### src/rtl/sqw_pkg.sv
package sqw_pkg;

  // Control word layout; bit 0 is the lowest field.
  typedef struct packed {
    logic item_lvl;   // bit 4
    logic idle_lvl;   // bit 3
    logic car_lvl;    // bit 2
    logic always_on;  // bit 1
    logic mod_en;     // bit 0
  } sqw_ctrl_t;

  localparam int CTRL_W = $bits(sqw_ctrl_t);

  typedef enum logic [1:0] {
    ADR_CTRL = 2'd0,
    ADR_HIGH = 2'd1,
    ADR_LOW  = 2'd2,
    ADR_ITEM = 2'd3
  } sqw_addr_e;

  // Pin level from run state, carrier phase and control.
  function automatic logic sqw_pin_level(input logic running,
                                         input logic phase_hi,
                                         input sqw_ctrl_t c);
    if (!running)
      return c.idle_lvl;
    if (c.item_lvl == c.car_lvl)
      return phase_hi;
    return c.item_lvl;
  endfunction

endpackage

### src/rtl/sqw_cfg_regs.sv
module sqw_cfg_regs
  import sqw_pkg::*;
#(
  parameter int CNT_W = 16
) (
  input  logic             clk,
  input  logic             rst_n,
  input  logic             wr_en,
  input  logic [1:0]       wr_addr,
  input  logic [CNT_W-1:0] wr_data,
  output sqw_ctrl_t        ctrl_q,
  output sqw_ctrl_t        ctrl_nxt,
  output logic [CNT_W-1:0] hi_nxt,
  output logic [CNT_W-1:0] lo_nxt,
  output logic [CNT_W-1:0] len_nxt
);

  localparam logic [CNT_W-1:0] ONE = CNT_W'(1);

  logic [CNT_W-1:0] hi_q, lo_q, len_q;

  function automatic logic [CNT_W-1:0] at_least_one(input logic [CNT_W-1:0] v);
    return (v == '0) ? ONE : v;
  endfunction

  always_comb begin
    ctrl_nxt = ctrl_q;
    hi_nxt   = hi_q;
    lo_nxt   = lo_q;
    len_nxt  = len_q;
    if (wr_en) begin
      case (wr_addr)
        ADR_CTRL: ctrl_nxt = sqw_ctrl_t'(wr_data[CTRL_W-1:0]);
        ADR_HIGH: hi_nxt   = at_least_one(wr_data);
        ADR_LOW:  lo_nxt   = at_least_one(wr_data);
        default:  len_nxt  = at_least_one(wr_data);
      endcase
    end
  end

  always_ff @(posedge clk) begin
    if (!rst_n) begin
      ctrl_q <= '0;
      hi_q   <= ONE;
      lo_q   <= ONE;
      len_q  <= ONE;
    end else begin
      ctrl_q <= ctrl_nxt;
      hi_q   <= hi_nxt;
      lo_q   <= lo_nxt;
      len_q  <= len_nxt;
    end
  end

  // a length register never holds zero after a write
  a_r5_len_nonzero: assert property (@(posedge clk) disable iff (!rst_n)
    (wr_en && wr_addr != ADR_CTRL) |=> (hi_q != '0 && lo_q != '0 && len_q != '0));

endmodule

### src/rtl/sqw_phase_timer.sv
module sqw_phase_timer #(
  parameter int CNT_W = 16
) (
  input  logic             clk,
  input  logic             rst_n,
  input  logic             restart,
  input  logic             advance,
  input  logic [CNT_W-1:0] hi_len,
  input  logic [CNT_W-1:0] lo_len,
  output logic             phase_hi,
  output logic             phase_wrap
);

  localparam logic [CNT_W-1:0] ONE = CNT_W'(1);

  logic [CNT_W-1:0] cnt_q;
  logic             ph_q;

  // Length of the phase that follows the current one.
  function automatic logic [CNT_W-1:0] next_len(input logic now_hi,
                                                input logic [CNT_W-1:0] h,
                                                input logic [CNT_W-1:0] l);
    return now_hi ? l : h;
  endfunction

  assign phase_wrap = advance && (cnt_q <= ONE);
  assign phase_hi   = ph_q;

  always_ff @(posedge clk) begin
    if (!rst_n) begin
      ph_q  <= 1'b0;
      cnt_q <= '0;
    end else if (restart) begin
      ph_q  <= 1'b1;
      cnt_q <= hi_len;
    end else if (advance) begin
      if (phase_wrap) begin
        ph_q  <= ~ph_q;
        cnt_q <= next_len(ph_q, hi_len, lo_len);
      end else begin
        cnt_q <= cnt_q - ONE;
      end
    end
  end

  // a restart always opens a high phase with a loaded count
  a_r3_restart_high: assert property (@(posedge clk) disable iff (!rst_n)
    restart |=> (ph_q && cnt_q != '0));

  // the phase holds when neither restart nor advance occurs
  a_r12_hold_no_tick: assert property (@(posedge clk) disable iff (!rst_n)
    (!restart && !advance) |=> $stable(ph_q));

  // the phase flips only on a wrap event
  a_r4_flip_on_wrap: assert property (@(posedge clk) disable iff (!rst_n)
    (advance && !phase_wrap) |=> $stable(ph_q));

endmodule

### src/rtl/sqw_item_timer.sv
module sqw_item_timer #(
  parameter int CNT_W = 16
) (
  input  logic             clk,
  input  logic             rst_n,
  input  logic             en_eff,
  input  logic             always_eff,
  input  logic             start,
  input  logic             tick,
  input  logic [CNT_W-1:0] len_eff,
  output logic             running,
  output logic             restart,
  output logic             advance,
  output logic             item_end
);

  localparam logic [CNT_W-1:0] ONE = CNT_W'(1);

  logic [CNT_W-1:0] left_q;
  logic             run_q;

  assign restart  = en_eff && start;
  assign advance  = en_eff && !start && run_q && tick;
  assign item_end = advance && (left_q <= ONE);
  assign running  = run_q;

  always_ff @(posedge clk) begin
    if (!rst_n) begin
      run_q  <= 1'b0;
      left_q <= '0;
    end else if (!en_eff) begin
      run_q  <= 1'b0;
    end else if (start) begin
      run_q  <= 1'b1;
      left_q <= len_eff;
    end else if (advance) begin
      if (item_end) begin
        left_q <= '0;
        if (!always_eff)
          run_q <= 1'b0;
      end else begin
        left_q <= left_q - ONE;
      end
    end
  end

  // the item ending without always-on stops the block
  a_r7_stop_at_end: assert property (@(posedge clk) disable iff (!rst_n)
    (item_end && !always_eff) |=> !run_q);

  // with always-on the block keeps running past the item end
  a_r8_keep_running: assert property (@(posedge clk) disable iff (!rst_n)
    (item_end && always_eff && en_eff) |=> run_q);

  // disabled modulation leaves the block stopped, start or not
  a_r9_disable_stops: assert property (@(posedge clk) disable iff (!rst_n)
    !en_eff |=> !run_q);

endmodule

### src/rtl/sqw_carrier_gen.sv
module sqw_carrier_gen
  import sqw_pkg::*;
#(
  parameter int CNT_W = 16
) (
  input  logic             clk,
  input  logic             rst_n,
  input  logic             tick_1us,
  input  logic             start,
  input  logic             cfg_wr,
  input  logic [1:0]       cfg_addr,
  input  logic [CNT_W-1:0] cfg_wdata,
  output logic             wave_out
);

  sqw_ctrl_t        ctrl_q, ctrl_nxt;
  logic [CNT_W-1:0] hi_nxt, lo_nxt, len_nxt;
  logic             running, restart, advance, item_end;
  logic             phase_hi, phase_wrap;

  sqw_cfg_regs #(.CNT_W(CNT_W)) u_cfg (
    .clk      (clk),
    .rst_n    (rst_n),
    .wr_en    (cfg_wr),
    .wr_addr  (cfg_addr),
    .wr_data  (cfg_wdata),
    .ctrl_q   (ctrl_q),
    .ctrl_nxt (ctrl_nxt),
    .hi_nxt   (hi_nxt),
    .lo_nxt   (lo_nxt),
    .len_nxt  (len_nxt)
  );

  sqw_item_timer #(.CNT_W(CNT_W)) u_item (
    .clk        (clk),
    .rst_n      (rst_n),
    .en_eff     (ctrl_nxt.mod_en),
    .always_eff (ctrl_nxt.always_on),
    .start      (start),
    .tick       (tick_1us),
    .len_eff    (len_nxt),
    .running    (running),
    .restart    (restart),
    .advance    (advance),
    .item_end   (item_end)
  );

  sqw_phase_timer #(.CNT_W(CNT_W)) u_phase (
    .clk        (clk),
    .rst_n      (rst_n),
    .restart    (restart),
    .advance    (advance),
    .hi_len     (hi_nxt),
    .lo_len     (lo_nxt),
    .phase_hi   (phase_hi),
    .phase_wrap (phase_wrap)
  );

  assign wave_out = sqw_pin_level(running, phase_hi, ctrl_q);

  // mismatched item and carrier levels give a steady pin
  a_r6_steady_on_mismatch: assert property (@(posedge clk) disable iff (!rst_n)
    (running && $past(running) && !$past(start) && $stable(ctrl_q)
     && ctrl_q.item_lvl != ctrl_q.car_lvl) |-> $stable(wave_out));

  // with no tick or start the running pin does not move
  a_r12_pin_needs_tick: assert property (@(posedge clk) disable iff (!rst_n)
    (running && $past(running) && !$past(tick_1us) && !$past(start)
     && $stable(ctrl_q)) |-> $stable(wave_out));

  // clearing the enable shows the idle level on the next cycle
  a_r9_idle_after_disable: assert property (@(posedge clk) disable iff (!rst_n)
    (cfg_wr && cfg_addr == ADR_CTRL && !cfg_wdata[0]) |=> (wave_out == $past(cfg_wdata[3])));

  // a wrap with matching levels toggles the pin
  a_r4_wrap_toggles: assert property (@(posedge clk) disable iff (!rst_n)
    (phase_wrap && !item_end && !cfg_wr && ctrl_q.item_lvl == ctrl_q.car_lvl)
      |=> (wave_out != $past(wave_out)));

endmodule

### config.mk
export PLATFORM = sky130hd
export DESIGN_NAME = sqw_carrier_gen
export DESIGN_NICKNAME = d
export VERILOG_FILES = /design/src/rtl/sqw_pkg.sv /design/src/rtl/sqw_cfg_regs.sv /design/src/rtl/sqw_phase_timer.sv /design/src/rtl/sqw_item_timer.sv /design/src/rtl/sqw_carrier_gen.sv
export SDC_FILE = /design/constraint.sdc
export NUM_CORES = 1
export LEC_CHECK = 0
export BUFFER_PORTS_ARGS = -buffer_cell sky130_fd_sc_hd__buf_2
export CORE_AREA = 3 3 135 137
export CTS_CLUSTER_SIZE = 10
export DETAILED_ROUTE_END_ITERATION = 6
export DIE_AREA = 0 0 138 140
export PLACE_DENSITY = 0.44
export SLEW_MARGIN = 20
export SYNTH_ARGS = -nofsm -noshare
export SYNTH_HDL_FRONTEND = slang
export SYNTH_SLANG_ARGS = --single-unit
### constraint.sdc
create_clock -name clk -period 7.51 [get_ports clk]
set_clock_uncertainty 0.15 [all_clocks]
set_input_delay 1.8775 -clock clk [delete_from_list [all_inputs] [get_ports clk]]
set_output_delay 1.8775 -clock clk [all_outputs]
set_load 0.1 [all_outputs]
==> impl_metrics.tcl, run 1 <==
set metrics [dict create \
    area.growth.synth_to_final_pct 14.0 \
    diodes 0 \
    setup_viol_count_final 0 \
    slowest_stage "o21ai_0" \
    gp_congestion 0.827 \
    nNetsFinal 548 \
    die_w_um 138 \
    synth_simple_gate_area_share_pct 24.2 \
    path_delay_family "buffers and inverters" \
    routedWlPerCell_um 16.6 \
    worstSetupPathType "in -> reg" \
    clock_latency_ns 0.34 \
    synth_area_sq_um 4250 \
    overflow 0 \
    final_util_pct 28.2 \
    cts_made_buffers 9 \
    cts_htree_levels 3 \
    synth_edf_count 0 \
    dieArea_sq_um 19300 \
    setup_ws_ns 3.19 \
    vdd_drop_max_uv 106 \
    clock_sinks 87 \
    grt_max_degree 60 \
    path_cells "buf_2 > clkinv_1 > nand3_1 > nor4_1 > o21ai_0 > inv_1 > a221o_1" \
    place_ws_ns 2.72 \
    synthMuxAreaShare_pct 8.80 \
    antenna_found_initial 0 \
    start_util_pct 24.7 \
    grt_pass1_wl_um 19800 \
    ant_nets 0 \
    powerDensity_nw_per_um2 217 \
    grt_pass1_vias 3745 \
    drt_iter0_markers 194 \
    synth-xor-area-share_pct 2.89 \
    cp.arrival_ns 4.39 \
    finalWirelength_um 12500 \
    crit_buf_inv 3 \
    rows 48 \
    pin_count 24 \
    critPathCaptureType "flip-flop" \
    drv_cap 0 \
    r2r_start "u_phase.cnt_q[4]" \
    grt_use_total_pct 12.9 \
    tns_ns 0 \
    worstSetupStartpointType "primary input" \
    core_sq_um 17200 \
    cts.root.buffer_cell "clkbuf_16" \
    path_clk_slew_ns 0.06 \
    remaining_drc_errors 0 \
    cts_tree "done" \
    synth_top_family_by_area "simple AND/OR/NAND/NOR gates" \
    syn_nets 540 \
    fin_crit_ns 4.32 \
    finalCritPeriodShare_pct 57.5 \
    die_h_um 140 \
    layout-drive-gt1-share_pct 10.6 \
    yosysWarnings 0 \
    critical_path_required_ns 7.59 \
    seq_area_frac_synth_pct 41.0 \
    status "finished, final reports clean" \
    dpl.hpwl_um 8820 \
    worst_pin_slew_ns 1.03 \
    vias_per_cell 4.93 \
    hold_buffers 0 \
    drv_slew 0 \
    ys_types 54 \
    synthAdderAreaFrac_pct 1.41 \
    hp-start "u_cfg.hi_q[7]" \
    max_freq_mhz 232 \
    synthCells 513 \
    io_buffers 23 \
    cts_setup_buffers 0 \
    ys.flop_type "dfxtp_1" \
    cp_slowest_stage_delay_ns 0.56 \
    first_pass_iters 4 \
    slew_headroom_pct 30.5 \
    worstHoldPathType "reg -> reg" \
    cp_max_fo 17 \
    p_leak_uw 0.00203 \
    rsz0062_at_grt "no" \
    syn_area_per_cell_sq_um 8.28 \
    finalHoldViolCount 0 \
    ys_seq_elements 87 \
    postCtsResizedCells 0 \
    synth_compound_area_share_pct 17.0 \
    clock_path_buffers 2 \
    vias 3705 \
    async_reset_ff_share_pct 0 \
    crit_start "start" \
]
-- layer usage --
metal  vias to the layer above  GRT usage [%]  wire length, um  part of all wire (%)
met3                        17           3.45              388                   3.1
met4                         0           5.04              305                   2.4
met5                         -              0                0                     0
met1                      1792           15.9             5780                    46
met2                        49           21.5             6020                    48
li1                       1847              -                -                     -
-- cells by family (layout without fill, tap and decap cells) --
group                    Yosys count  count (layout)
buffers and inverters             46              59
AND/OR/NAND/NOR                  214             214
XOR/XNOR                          14              14
adder cells (fa/ha/maj)            5               5
AO/OA/AOI/OAI                    110             110
flip-flops                        87              87
multiplexers                      37              37
-- cell usage in the layout (no fill, tap or decap), types with 4 or more instances in the layout --
master     synthesis  layout
nor2_1            65      63
xor2_1             5       5
buf_2              4      23
inv_1             15      14
dfxtp_1           87      87
nand3_1            8       7
nor3b_1            5       5
nand2_1           71      71
or3_1              4       4
ha_1               4       4
a221o_1           12      12
nand3b_1          14      14
nor3_1            14      14
xnor2_1            9       9
mux2i_1           34      34
o221ai_1           5       5
a31oi_1            5       5
a21oi_1           47      47
clkbuf_16          0       9
o21ai_0           17      17
nor4_1            12      12
-- worst min-delay path: stages, from the launching register on --
cell and delay, ns:
dfxtp_1 0.30, nand2_1 0.04, a21oi_1 0.07
-- registers in the layout (all words and copies together), names as in the netlist --
register / count
u_cfg.ctrl_q: 5
u_cfg.hi_q: 16
u_cfg.len_q: 16
u_cfg.lo_q: 16
u_item.left_q: 16
u_item.running: 1
u_phase.cnt_q: 16
u_phase.phase_hi: 1
-- power breakdown --
group | leakage (uW) | switching, uW | internal (uW)
Sequential | 0.000706 | 7.42 | 474
Combinational | 0.00119 | 78.7 | 42.2
Clock | 0.000140 | 181 | 267
-- cell type report --
cell class | instances | area, sq um
Fill cell | 1911 | 12300
Multi-Input combinational cell | 380 | 2320
Sequential cell | 87 | 1740
Tap cell | 225 | 282
Clock buffer | 13 | 250
Timing Repair Buffer | 27 | 153
Inverter | 16 | 60.1
Clock inverter | 3 | 42.5
-- synthesized netlist by cell type, types with 3 or more instances --
master     n  area [sq um]
ha_1       4          50.1
o21ai_0   17          85.1
nand4_1    3          18.8
a221o_1   12           120
buf_1      3          11.3
nor3_1    14          70.1
or3_1      4          25.0
xor2_1     5          43.8
or2_2      3          18.8
dfxtp_1   87          1740
nand3b_1  14           105
nor2_1    65           244
o211ai_1   3          22.5
xnor2_1    9          78.8
nand2_1   71           267
a31oi_1    5          31.3
or4_1      3          22.5
mux2i_1   34           340
nand3_1    8          40.0
buf_6      3          33.8
clkbuf_1  20          75.1
mux2_2     3          33.8
o221ai_1   5          43.8
nor4_1    12          75.1
a21oi_1   47           235
inv_1     15          56.3
buf_2      4          20.0
nor3b_1    5          37.5
-- path summary, 6_finish.rpt --
kind / cells past startpoint / end / slack, ns
worst min-delay path: 2 / u_cfg.hi_q[7] / 0.32
worst max-delay path: 7 / u_phase.cnt_q[9] / 3.19
worst max register to register: 6 / u_phase.cnt_q[11] / 4.45
worst min register to register: 2 / u_cfg.hi_q[7] / 0.32
-- through the flow --
stage	std cells	area, sq um	hold WS (ns)	power (uW)
3_5_place_dp	735	4550	0.306	613
2_1_floorplan	513	4250	0.277	575
6_report	751	4850	0.315	1050
5_1_grt	751	4850	0.343	1100
3_3_place_gp	734	4530	0.301	612
4_1_cts	751	4840	0.315	1070
Note: power is estimated with default switching activity, not from simulation.
==> run 2, diff against run 1 <==
--- a/config.mk
+++ b/config.mk
@@ -10,7 +10,7 @@
 export CTS_CLUSTER_SIZE = 10
 export DETAILED_ROUTE_END_ITERATION = 6
 export DIE_AREA = 0 0 138 140
-export PLACE_DENSITY = 0.44
+export PLACE_DENSITY = 0.45
 export SLEW_MARGIN = 20
 export SYNTH_ARGS = -nofsm -noshare
 export SYNTH_HDL_FRONTEND = slang
==> constraint.sdc (replaced) <==
create_clock -name clk -period 3.77 [get_ports clk]
set_clock_uncertainty 0.15 [all_clocks]
set_input_delay 0.9425 -clock clk [delete_from_list [all_inputs] [get_ports clk]]
set_output_delay 0.9425 -clock clk [all_outputs]
set_load 0.1 [all_outputs]
==> run 2 against run 1 <==
Against the previous run: design area increased by 2.3%; non-clock buffer count increased by 13; clock-buffer cell count unchanged; largest power group is now the clock network; critical path depth increased by 1; largest cell class unchanged; sequential share of layout area decreased by 0.82 points; flip-flop and latch count unchanged.
==> impl_metrics.tcl, run 2 (synthesized netlist as in run 1, its figures left out) <==
set metrics [dict create \
    finalWirelength_um 12700 \
    drv_slew 0 \
    layout-drive-gt1-share_pct 12.4 \
    p_leak_uw 0.00211 \
    grt_max_degree 46 \
    ant_nets 0 \
    gp_congestion 0.862 \
    fin_crit_ns 3.03 \
    worstSetupPathType "in -> reg" \
    worstSetupStartpointType "primary input" \
    io_buffers 23 \
    cp.arrival_ns 3.13 \
    drv_cap 0 \
    max_freq_mhz 330 \
    finalHoldViolCount 0 \
    routedWlPerCell_um 16.6 \
    hold_buffers 0 \
    cts_made_buffers 9 \
    cts.root.buffer_cell "clkbuf_16" \
    clock_path_buffers 2 \
    die_h_um 140 \
    nNetsFinal 561 \
    setup_viol_count_final 0 \
    setup_ws_ns 0.739 \
    cts_setup_buffers 0 \
    timing.hold.ws_ns 0.312 \
    clock_latency_ns 0.35 \
    layout.cells.non_filler 764 \
    worstHoldPathType "reg -> reg" \
    area.growth.synth_to_final_pct 16.7 \
    cts_htree_levels 3 \
    vdd_drop_max_uv 226 \
    antenna_found_initial 0 \
    drt_iter0_markers 219 \
    rows 48 \
    grt_use_total_pct 13.3 \
    pin_count 24 \
    path_clk_slew_ns 0.06 \
    cp_max_fo 17 \
    tns_ns 0 \
    overflow 0 \
    powerDensity_nw_per_um2 441 \
    first_pass_iters 4 \
    critical_path_required_ns 3.87 \
    rrSetupSlack_ns 0.87 \
    cts_tree "done" \
    vias_per_cell 4.91 \
    place_ws_ns 0.383 \
    worst_pin_slew_ns 1.02 \
    finalCritPeriodShare_pct 80.4 \
    die_w_um 138 \
    final_common_cell "dfxtp_1" \
    critPathCaptureType "flip-flop" \
    final_cell_mix "87 x dfxtp_1, 71 x nand2_1, 65 x nor2_1, 47 x a21oi_1, 34 x mux2i_1" \
    grt_pass1_wl_um 20400 \
    dpl.hpwl_um 8860 \
    remaining_drc_errors 0 \
    rsz0062_at_grt "no" \
    start_util_pct 24.7 \
    diodes 0 \
    grt_pass1_vias 3801 \
    fillCellCount 1914 \
    dpl.cell_count 748 \
    clock_sinks 87 \
    vias 3751 \
    core_sq_um 17200 \
    dieArea_sq_um 19300 \
    postCtsResizedCells 0 \
    status "finished, final reports clean" \
    slew_headroom_pct 31.3 \
]
-- run 2: changes by cell type in the layout (fill, tap and decap cells not counted), sizes merged --
cell      change
buf          +13
bufinv        +1
clkinvlp      -1
-- run 2: power breakdown --
part           internal (uW)  switching [uW]
sequential               945            12.1
clock                    617             367
combinational           89.8             158
-- run 2: metal layers --
layer / vias up / track usage (%) / wire, um
li1: 1873 / - / -
met1: 1792 / 16.2 / 5750
met2: 73 / 22.9 / 6220
met3: 13 / 3.41 / 518
met4: 0 / 4.21 / 178
met5: - / 0 / 0
-- run 2: area by class of cell --
class	count	area, sq um	area share (%)
multi-input combinational	380	2310	46.5
sequential	87	1740	35.1
tap	225	282	5.68
clock buffer	13	260	5.25
timing repair buffer	40	243	4.90
clock inverter	3	65.1	1.31
inverter	16	60.1	1.21
-- run 2: worst max-delay path, cell delays in order --
cell and delay, ns:
buf_2 0.12, nor3b_1 0.20, buf_4 0.21, mux2_2 0.44, or3_1 0.67, nor3b_1 0.30
a21oi_1 0.07, o221ai_1 0.18
-- run 2: final timing paths --
path	start	depth (start not counted)	end
worst max-delay path	cfg_addr[0]	8	u_phase.cnt_q[10]
worst min-delay path	u_cfg.hi_q[8]	2	u_cfg.hi_q[8]
worst min register to register	u_cfg.hi_q[8]	2	u_cfg.hi_q[8]
worst max register to register	u_phase.cnt_q[4]	6	u_phase.cnt_q[10]
-- run 2: through the flow --
step | utilization, % | power [uW] | area, sq um
2_1_floorplan | - | 1140 | 4250
3_3_place_gp | 27.0 | 1220 | 4630
3_5_place_dp | 27.0 | 1230 | 4630
4_1_cts | 28.9 | 2220 | 4960
5_1_grt | 28.9 | 2280 | 4960
6_report | 28.9 | 2190 | 4960
